===== config.mk =====
export PLATFORM = sky130hd
export DESIGN_NAME = pgood_out_gen
export DESIGN_NICKNAME = d
export VERILOG_FILES = /design/src/rtl/pg_pkg.sv /design/src/rtl/pg_rail_eval.sv /design/src/rtl/pg_debounce.sv /design/src/rtl/pg_pin_drive.sv /design/src/rtl/pgood_out_gen.sv
export SDC_FILE = /design/constraint.sdc
export NUM_CORES = 1
export LEC_CHECK = 0
export ABC_CLOCK_PERIOD_IN_PS = 3300
export BUFFER_PORTS_ARGS = -buffer_cell sky130_fd_sc_hd__clkbuf_2
export CAP_MARGIN = 40
export CORE_AREA = 2 2 76 78
export CTS_CLUSTER_DIAMETER = 200
export DETAILED_ROUTE_END_ITERATION = 16
export DIE_AREA = 0 0 78 80
export PLACE_DENSITY = 0.56
export REMOVE_ABC_BUFFERS = 1
export SETUP_SLACK_MARGIN = 0.02
export SYNTH_ARGS = -nofsm -noshare
export SYNTH_HDL_FRONTEND = slang
export SYNTH_SLANG_ARGS = --single-unit

===== constraint.sdc =====
create_clock -name clk -period 3.3 [get_ports clk]
set_input_delay 0.165 -clock clk [delete_from_list [all_inputs] [get_ports clk]]
set_output_delay 0.165 -clock clk [all_outputs]
set_load 0.1 [all_outputs]

===== src/rtl/pg_pkg.sv =====
package pg_pkg;
   // configuration byte field positions
   localparam int unsigned CFG_W     = 8;
   localparam int unsigned BIT_POL   = 0;
   localparam int unsigned BIT_OD    = 1;
   localparam int unsigned BIT_WIN   = 2;
   localparam int unsigned BIT_LATCH = 4;
   localparam int unsigned BIT_LONG  = 5;
   localparam int unsigned BIT_MERGE = 6;
endpackage


===== src/rtl/pg_rail_eval.sv =====
module pg_rail_eval #(
   parameter int unsigned NUM_RAILS = 4
) (
   input  logic [NUM_RAILS-1:0] uv_i,
   input  logic [NUM_RAILS-1:0] ov_i,
   input  logic [NUM_RAILS-1:0] mon_en_i,
   input  logic [NUM_RAILS-1:0] flt_i,
   input  logic                 window_i,
   input  logic                 latched_i,
   output logic                 raw_ok_o,
   output logic                 rail0_ok_o
);
   logic [NUM_RAILS-1:0] live_ok;
   logic [NUM_RAILS-1:0] lat_ok;

   for (genvar g = 0; g < NUM_RAILS; g++) begin : g_rail
      assign live_ok[g] = ~mon_en_i[g] | (~uv_i[g] & (~window_i | ~ov_i[g]));
      assign lat_ok[g]  = ~mon_en_i[g] | ~flt_i[g];
   end

   assign raw_ok_o   = latched_i ? (&lat_ok) : (&live_ok);
   assign rail0_ok_o = ~uv_i[0] & (~window_i | ~ov_i[0]);
endmodule


===== src/rtl/pg_debounce.sv =====
module pg_debounce #(
   parameter int unsigned SHORT_CNT = 600,
   parameter int unsigned LONG_CNT  = 1100000
) (
   input  logic clk,
   input  logic rst_n,
   input  logic ok_i,
   input  logic long_i,
   output logic valid_o
);
   localparam int unsigned CW = $clog2(LONG_CNT + 1);
   localparam logic [CW-1:0] SHORT_LIM = CW'(SHORT_CNT - 1);
   localparam logic [CW-1:0] LONG_LIM  = CW'(LONG_CNT - 1);

   if (SHORT_CNT < 1 || LONG_CNT < SHORT_CNT) begin : g_bad_cnt
      $error("pg_debounce: need 1 <= SHORT_CNT <= LONG_CNT");
   end

   logic [CW-1:0] cnt;
   logic [CW-1:0] lim;

   assign lim = long_i ? LONG_LIM : SHORT_LIM;

   always_ff @(posedge clk or negedge rst_n) begin
      if (!rst_n) begin
         cnt     <= '0;
         valid_o <= 1'b0;
      end else if (!ok_i) begin
         cnt     <= '0;
         valid_o <= 1'b0;
      end else if (!valid_o) begin
         if (cnt >= lim) begin
            cnt     <= '0;
            valid_o <= 1'b1;
         end else begin
            cnt <= cnt + 1'b1;
         end
      end
   end
endmodule


===== src/rtl/pg_pin_drive.sv =====
module pg_pin_drive (
   input  logic valid_i,
   input  logic inv_pol_i,
   input  logic open_drain_i,
   input  logic irq_n_i,
   input  logic merge_i,
   input  logic rail0_ok_i,
   output logic pin_o,
   output logic oe_o,
   output logic int_n_o
);
   logic level;

   assign level   = valid_i ^ inv_pol_i;
   assign pin_o   = open_drain_i ? 1'b0 : level;
   assign oe_o    = open_drain_i ? ~level : 1'b1;
   assign int_n_o = irq_n_i & (~merge_i | rail0_ok_i);
endmodule


===== src/rtl/pgood_out_gen.sv =====
module pgood_out_gen
   import pg_pkg::*;
#(
   parameter int unsigned NUM_RAILS = 4,
   parameter int unsigned SHORT_CNT = 600,
   parameter int unsigned LONG_CNT  = 1100000
) (
   input  logic                 clk,
   input  logic                 rst_n,
   input  logic [NUM_RAILS-1:0] uv_i,
   input  logic [NUM_RAILS-1:0] ov_i,
   input  logic [NUM_RAILS-1:0] mon_en_i,
   input  logic [NUM_RAILS-1:0] flt_i,
   input  logic                 irq_n_i,
   input  logic [CFG_W-1:0]     cfg_i,
   output logic                 pg_pin_o,
   output logic                 pg_oe_o,
   output logic                 int_n_o
);
   if (NUM_RAILS < 1) begin : g_bad_rails
      $error("pgood_out_gen: NUM_RAILS must be at least 1");
   end

   logic inv_pol, open_drain, window, latched, long_dly, merge;
   logic raw_ok, rail0_ok, pg_valid;
   logic unused_cfg;

   assign inv_pol    = cfg_i[BIT_POL];
   assign open_drain = cfg_i[BIT_OD];
   assign window     = cfg_i[BIT_WIN];
   assign latched    = cfg_i[BIT_LATCH];
   assign long_dly   = cfg_i[BIT_LONG];
   assign merge      = cfg_i[BIT_MERGE];
   assign unused_cfg = ^{cfg_i[7], cfg_i[3]};

   pg_rail_eval #(.NUM_RAILS(NUM_RAILS)) u_eval (
      .uv_i       (uv_i),
      .ov_i       (ov_i),
      .mon_en_i   (mon_en_i),
      .flt_i      (flt_i),
      .window_i   (window),
      .latched_i  (latched),
      .raw_ok_o   (raw_ok),
      .rail0_ok_o (rail0_ok)
   );

   pg_debounce #(.SHORT_CNT(SHORT_CNT), .LONG_CNT(LONG_CNT)) u_deb (
      .clk     (clk),
      .rst_n   (rst_n),
      .ok_i    (raw_ok),
      .long_i  (long_dly),
      .valid_o (pg_valid)
   );

   pg_pin_drive u_drv (
      .valid_i      (pg_valid),
      .inv_pol_i    (inv_pol),
      .open_drain_i (open_drain),
      .irq_n_i      (irq_n_i),
      .merge_i      (merge),
      .rail0_ok_i   (rail0_ok),
      .pin_o        (pg_pin_o),
      .oe_o         (pg_oe_o),
      .int_n_o      (int_n_o)
   );
endmodule


# Word level (Yosys, flattened, before mapping)
# Index checks and enable logic that the tools add are counted.
[classes] n_eq_ne=1 n_mul=0 order_cmp=1 addsub=1 bitwise_logic=38 shift=0 muxes=10 reduce_logical=2 div_mod_pow=0
[ops] op="21-bit 2-to-1 mux" n=4
[ops] op="21-bit by 1-bit adder with 21-bit output (second input constant)" n=1
[ops] op="21-bit greater-or-equal comparator" n=1
[ops] op="1-bit inverter" n=19
[ops] op="1-bit OR" n=13
[ops] op="4-bit AND reduction" n=2
[ops] op="1-bit 2-to-1 mux" n=6
[ops] op="1-bit AND" n=5
[ops] op="2-bit inequality test (second input constant)" n=1
[ops] op="1-bit bitwise XOR" n=1
[totals] latchBits=0 mem_bits_rw=0 out_inout_bits=3 romBits=0 n_memories=0 reg_bits=22

# Longest topological paths before layout
# Gate-level depths: netlist of run 1.
[logic_depth] word_depth=7 depth_mapped=9 mapped_depth_nobuf=8

# Cells and area by module
# A second synthesis of run 1 with hierarchy kept.
[unflattened] cells_unflattened=197 area_unflattened_um2=1662.8
[modules_own_cells] module="pg_debounce" instances=1 cells_each=182 area_each_um2=1552.7
[modules_own_cells] module="pg_rail_eval" instances=1 cells_each=10 area_each_um2=80.1
[modules_own_cells] module="pg_pin_drive" instances=1 cells_each=5 area_each_um2=30.0

# Least setup slack after synthesis of run 1
# Ideal clock, no wire load.
[synth_timing] path_kind="input to output" start="input cfg_i[2]" end="output int_n_o" required_time_ps=3135 arrival_time_ps=2526 setup_slack_ps=609 path_stages=2 path_cell_list="a21o_1 a21boi_0"
[synth_via] elab_chain_len=5
[synth_rtl] element="start, declared" line_no="pgood_out_gen.sv:15" source="input logic [CFG_W-1:0] cfg_i,"
[synth_rtl] element="1-bit inverter" line_no="pg_rail_eval.sv:22" source="assign rail0_ok_o = ~uv_i[0] & (~window_i | ~ov_i[0]);"
[synth_rtl] element="1-bit OR" line_no="pg_rail_eval.sv:22"
[synth_rtl] element="1-bit AND" line_no="pg_rail_eval.sv:22"
[synth_rtl] element="1-bit OR" line_no="pg_pin_drive.sv:17" source="assign int_n_o = irq_n_i & (~merge_i | rail0_ok_i);"
[synth_rtl] element="1-bit AND" line_no="pg_pin_drive.sv:17"
[synth_rtl] element="end, declared" line_no="pgood_out_gen.sv:18" source="output logic int_n_o"
# Every way passes these cells.

# Final worst setup path of run 1
[layout_timing] start="register u_deb.cnt[19]" end="register u_deb.cnt[7]"
[layout_via] elab_chain_len=4
[layout_rtl] element="start, declared" line_no="pg_debounce.sv:19" source="logic [CW-1:0] cnt;"
[layout_rtl] element="start signal, assigned" line_no="pg_debounce.sv:36" source="cnt <= cnt + 1'b1;"
[layout_rtl] element="21-bit greater-or-equal comparator" line_no="pg_debounce.sv:32" source="if (cnt >= lim) begin"
[layout_rtl] element="21-bit 2-to-1 mux" line_no="pg_debounce.sv:32"
[layout_rtl] element="21-bit 2-to-1 mux" line_no="pg_debounce.sv:31" source="end else if (!valid_o) begin"
[layout_rtl] element="21-bit 2-to-1 mux" line_no="pg_debounce.sv:28" source="end else if (!ok_i) begin"
# Every way passes these cells. The select of a mux whose other input is x is not followed.
# A chain may end at the register's enable or synchronous reset.

==> metrics.txt, run 1 <==
LEAKAGE between 0.8 and 0.9 nW; Clock Skew 4.11 ps; Synth async-reset ratio 1.00; Layout area overhead 15.6%; die area about 6200 µm²; status finished, final reports clean; Worst setup EP type register; sequential power share 0.486; GR Util All Layers 0.123; largest net degree at the start of global routing 25; vias in the first global route between 1000 and 1500; switching power 154 µW; EDFF count, synth 0; HPWL after detailed placement between 2000 and 2500 µm; TritonRoute pass-1 iters 4; Initial DRC Count 64; H-tree levels 1; Met3 Wirelength around 70 µm; Post-DP Area around 1700 µm²; clk_lat worst skew 270 ps; Post-CTS Repair Setup Buffers 0; RSZ-0062 raised after global routing no; post-layout net count about 240; first-pass GRT wire length 6200 µm; biggest area consumer among synthesized cells dfrtp_1; Root Buffer clkbuf_8; Final setup viols 0; worst hold start cfg_i[4]; chip width roughly 78 µm; CTS sink cnt 22; met2 wire len 1570 µm; total power ~560 µW; Comb power frac 0.151; mean post-synth cell area 9.01 µm²; Netlist Area Pre-Place approximately 1600 µm²; RR Endpoint u_deb.cnt[7]; hold crit path type in2reg; pre-CTS setup slack between 700 and 800 ps; starting density of the core 0.290; RD Place Congestion between 0.7 and 0.8; clock share of power 0.363; MaxCap Viol Count 0; CP required 3520 ps; TNS Setup 0 ps; register area share after synthesis 0.351; DRC 0; drt wl/cell between 10 and 15 µm; worst vdd ir 162 µV; most common cell in the synthesized netlist dfrtp_1; switching portion of total power 0.272; total CTS buffers 3; fin crit period roughly 2600 ps; crit path DAT around 2800 ps; Diodes inserted 0; hold path depth 3; final period utilization 0.789; r2r worst-path depth 7; Critical Path Fanout Max 24; DRT met1 WL approximately 1700 µm; Die H around 80 µm; CTS Buffer Depth 2; cell area after layout about 1800 µm²; synth unique cells between 40 and 50; Cell Int Power between 400 and 500 µW; Routed WL roughly 3400 µm; final setup margin 698 ps; DR top layer met4; f_max between 300 and 400 MHz; vias per cell 5.07; Clock Pin Slew Worst Setup and Hold Paths 90 ps; leading cell types by total area after synthesis dfrtp_1, ha_1, nand3_1, a221o_2, nor2_1; via count roughly 1400; Overflow after GRT 0; num rows 27; worst hold endpoint u_deb.cnt[0]; PD cells 311 nW/µm²; Worst Setup Start Kind register; Commonest cells post-synth dfrtp_1, nand3_1, nor2_1; I/O pin total 30; Post-DRT Antenna Nets 0; Post-Syn Instances between 150 and 200; port bufs 27; fin. max-slew vios 0; Synth Register Bits 22; Setup Crit Path Kind reg2reg; Slew @ Worst Pin slightly below 600 ps; Synth top area share 0.351; Final Hold Vio Count 0; Worst Hold Margin between 300 and 400 ps; most frequently used flop master after synthesis dfrtp_1; worst r2r src u_deb.cnt[19]; layout cells sized above 1 0.280; initial antenna violation count 0; core area approximately 5400 µm²; CTS tree yes; synth warn 0; relative slew slack 0.606; Reg2Reg Setup Slack 700 ps
## per-layer routing
metal | GRT usage | vias to the layer above
met2 | 0.201 | 19
met5 | 0 | -
met3 | 0.0158 | 7
met1 | 0.162 | 646
li1 | - | 706
met4 | 0.0579 | 0
## repair_timing
action / in CTS / in global routing
setup endpoints to repair: 0 / 0
hold buffers: 1 / 0
hold endpoints to repair: 22 / 0
resized for setup: 0 / 0
## critical path, cell delays in order, from the launching register on
cell and delay, ps:
dfrtp_1 430, or4_4 570, a211o_1 290, a2111o_1 470, nor3_4 190, buf_4 280, and3_2 210, a221o_2 100
## state kept, by name, indices dropped and copies added (netlist names)
signal,cells
u_deb.cnt,21
u_deb.valid_o,1
## kinds of logic (layout without fill, tap and decap cells)
family	Yosys count	count (layout)	share of synthesized area
buffers and inverters	17	43	0.0598
DFF	22	22	0.351
muxes	3	3	0.0192
xor gates and xnor gates	3	3	0.0168
AOI/OAI and AO/OA	47	47	0.231
and+or+nand+nor	74	74	0.258
adders and majority gates	8	8	0.0638
## worst max path at each step
stage / start / endpoint / slack [ps] / depth (start not counted)
after floorplan: u_deb.cnt[19] / u_deb.cnt[14] / 460 / 6
after global placement: u_deb.cnt[19] / u_deb.cnt[17] / 740 / 7
after detailed placement: u_deb.cnt[19] / u_deb.cnt[7] / 710 / 7
after CTS: u_deb.cnt[19] / u_deb.cnt[7] / 680 / 7
after global routing: u_deb.cnt[19] / u_deb.cnt[7] / 560 / 7
final: u_deb.cnt[19] / u_deb.cnt[7] / 700 / 7
## layout make-up
| cell class | instances | area, µm² |
|---|---|---|
| Sequential cell | 22 | 551 |
| Timing Repair Buffer | 30 | 160 |
| Clock buffer | 4 | 55.1 |
| Inverter | 9 | 33.8 |
| Fill cell | 577 | 3590 |
| Multi-Input combinational cell | 135 | 923 |
| Tap cell | 72 | 90.1 |
## stage by stage
step | util | instances
final | 0.335 | 272
after global placement | 0.323 | 267
after global routing | 0.335 | 272
after floorplan | - | 166
after CTS | 0.335 | 272
after detailed placement | 0.323 | 267
## power groups by stage
stage,logic [mW],registers [mW],clock network (mW)
after floorplan,0.0510,0.279,0
after global placement,0.0833,0.280,0
after detailed placement,0.0848,0.280,0
after CTS,0.0862,0.274,0.211
after global routing,0.0959,0.275,0.221
final,0.0853,0.274,0.205
## cell usage in the layout, fill, tap and decap left out, types with 3 or more instances in the layout
master    instances
a21o_1            6
a21oi_1          11
a221o_2           7
a22o_1            3
and3_2            6
clkbuf_2         27
clkbuf_8          4
dfrtp_1          22
ha_1              8
inv_1             9
mux2i_1           3
nand2_1          12
nand3_1          17
nand4_1           5
nor2_1           15
nor3_1            4
o21ai_1           5
xnor2_1           3
(Power assumes the default switching activity.)
==> inputs of run 2 (changes only) <==
ABC_CLOCK_PERIOD_IN_PS = 2700   (was 3300)
clock period = 2.7 ns   (was 3.3 ns; I/O delays follow)
==> run 2 against run 1 <==
Core utilization rose by 0.093 points. Maximum frequency grew 2.3%. Worst hold slack got worse by 8.0 ps. Register-to-register slack worse by 540 ps. Routed wire length about the same. Clock skew decreased by 0.95 ps. Power up 22%. Highest routed layer unchanged. Via count decreased by 1.0%.
==> metrics.txt, run 2 (synthesis gave the netlist of run 1 again) <==
Post-DRT Antenna Nets 0; final setup margin between 150 and 200 ps; largest net degree at the start of global routing 38; register area between 500 and 600 µm²; Post-CTS Repair Setup Buffers 0; vias per cell 5.03; num rows 27; Clock Skew approximately 3.2 ps; Final Hold Vio Count 0; initial antenna violation count 0; final core occ 0.336; via count ~1400; Initial DRC Count 56; PD cells between 300 and 400 nW/µm²; Worst Setup Start Kind register; post_cts resized 0; CTS sink cnt 22; Critical Path Fanout Max 37; I/O pin total 30; Final setup viols 0; Die H 80 µm; HPWL after detailed placement ~2500 µm; pre-CTS setup slack around 170 ps; top flop regs u_deb.cnt (21), u_deb.valid_o (1); drt wl/cell roughly 13 µm; RD Place Congestion approximately 0.73; starting density of the core 0.290; Clock Pin Slew Worst Setup and Hold Paths 80 ps; Routed WL 3410 µm; CTS Buffer Depth 2; RSZ-0062 raised after global routing no; status finished, final reports clean; MaxCap Viol Count 0; FILL cells between 500 and 600; TritonRoute pass-1 iters 4; Worst setup EP type register; f_max 393 MHz; hold crit path type in2reg; Multi-input gate area 923 µm²; total CTS buffers 3; DRC 0; max reg flops 21; Diodes inserted 0; fin crit period between 2000 and 3000 ps; relative slew slack 0.630; Most flops, register u_deb.cnt; Slew @ Worst Pin 554 ps; Setup Crit Path Kind reg2reg; GR Util All Layers 0.120; LEAKAGE 0.868 nW; clk_lat worst skew about 270 ps; worst vdd ir 232 µV; first-pass GRT wire length 5980 µm; Overflow after GRT 0; port bufs 27; CTS tree yes; core area between 5000 and 6000 µm²; layout cells sized above 1 0.276; commonest non-fill, non-tap cell in the layout clkbuf_2; chip width roughly 80 µm; CP required roughly 2900 ps; H-tree levels 1; die area approximately 6200 µm²; cts hold-fix bufs 1; final period utilization 0.942; most frequent cells in the layout clkbuf_2, dfrtp_1, nand3_1; crit path DAT approximately 2800 ps; vias in the first global route ~1300; TNS Setup 0 ps; post-layout net count 235; Root Buffer clkbuf_8; fin. max-slew vios 0; Layout area overhead 16.0%
run 2: area by class of cell:
class / count / area share
Inverter: 9 / 0.0186
Sequential cell: 22 / 0.303
Timing Repair Buffer: 29 / 0.0908
Clock buffer: 4 / 0.0303
Tap cell: 72 / 0.0496
Multi-Input combinational cell: 135 / 0.508
run 2: routing by layer:
| layer | up-vias | wire length [µm] | part of all wire | global-route usage |
|---|---|---|---|---|
| met1 | 638 | 1740 | 0.51 | 0.153 |
| li1 | 707 | - | - | - |
| met3 | 6 | 66 | 0.019 | 0.0170 |
| met4 | 0 | 64 | 0.019 | 0.0544 |
| met2 | 13 | 1540 | 0.45 | 0.200 |
| met5 | - | 0 | 0 | 0 |
run 2: path summary, 6_finish.rpt:
check	from	end	slack, ps	depth (start not counted)
worst max register to register	u_deb.cnt[18]	u_deb.cnt[18]	160	7
max in group asynchronous	rst_n	u_deb.cnt[18]	1950	2
worst min register to register	u_deb.cnt[2]	u_deb.cnt[2]	560	1
min in group asynchronous	rst_n	u_deb.cnt[1]	380	2
worst max-delay path	u_deb.cnt[18]	u_deb.cnt[18]	160	7
worst min-delay path	cfg_i[4]	u_deb.cnt[0]	330	3
run 2: report_power, final:
part	leakage [nW]	internal, mW	switching, mW
clock network	0.0288	0.130	0.115
logic	0.533	0.0415	0.0652
registers	0.306	0.332	0.00364
total	0.868	0.503	0.184
run 2: through the flow:
step                      total power, mW  hold slack, ps  instance area (µm²)  std cells
final                               0.687             326                 1820        271
after floorplan                     0.403            -161                 1510        166
after CTS                           0.698             333                 1820        271
after detailed placement            0.448             160                 1750        266
after global placement              0.447             168                 1750        266
after global routing                0.726             400                 1820        271
run 2: critical path, cell delays in order (launching register included):
cell	delay [ps]
dfrtp_1	450
or4_4	550
a211o_1	280
a2111o_1	470
nor3_4	220
buf_12	220
and3_2	200
a221o_2	100
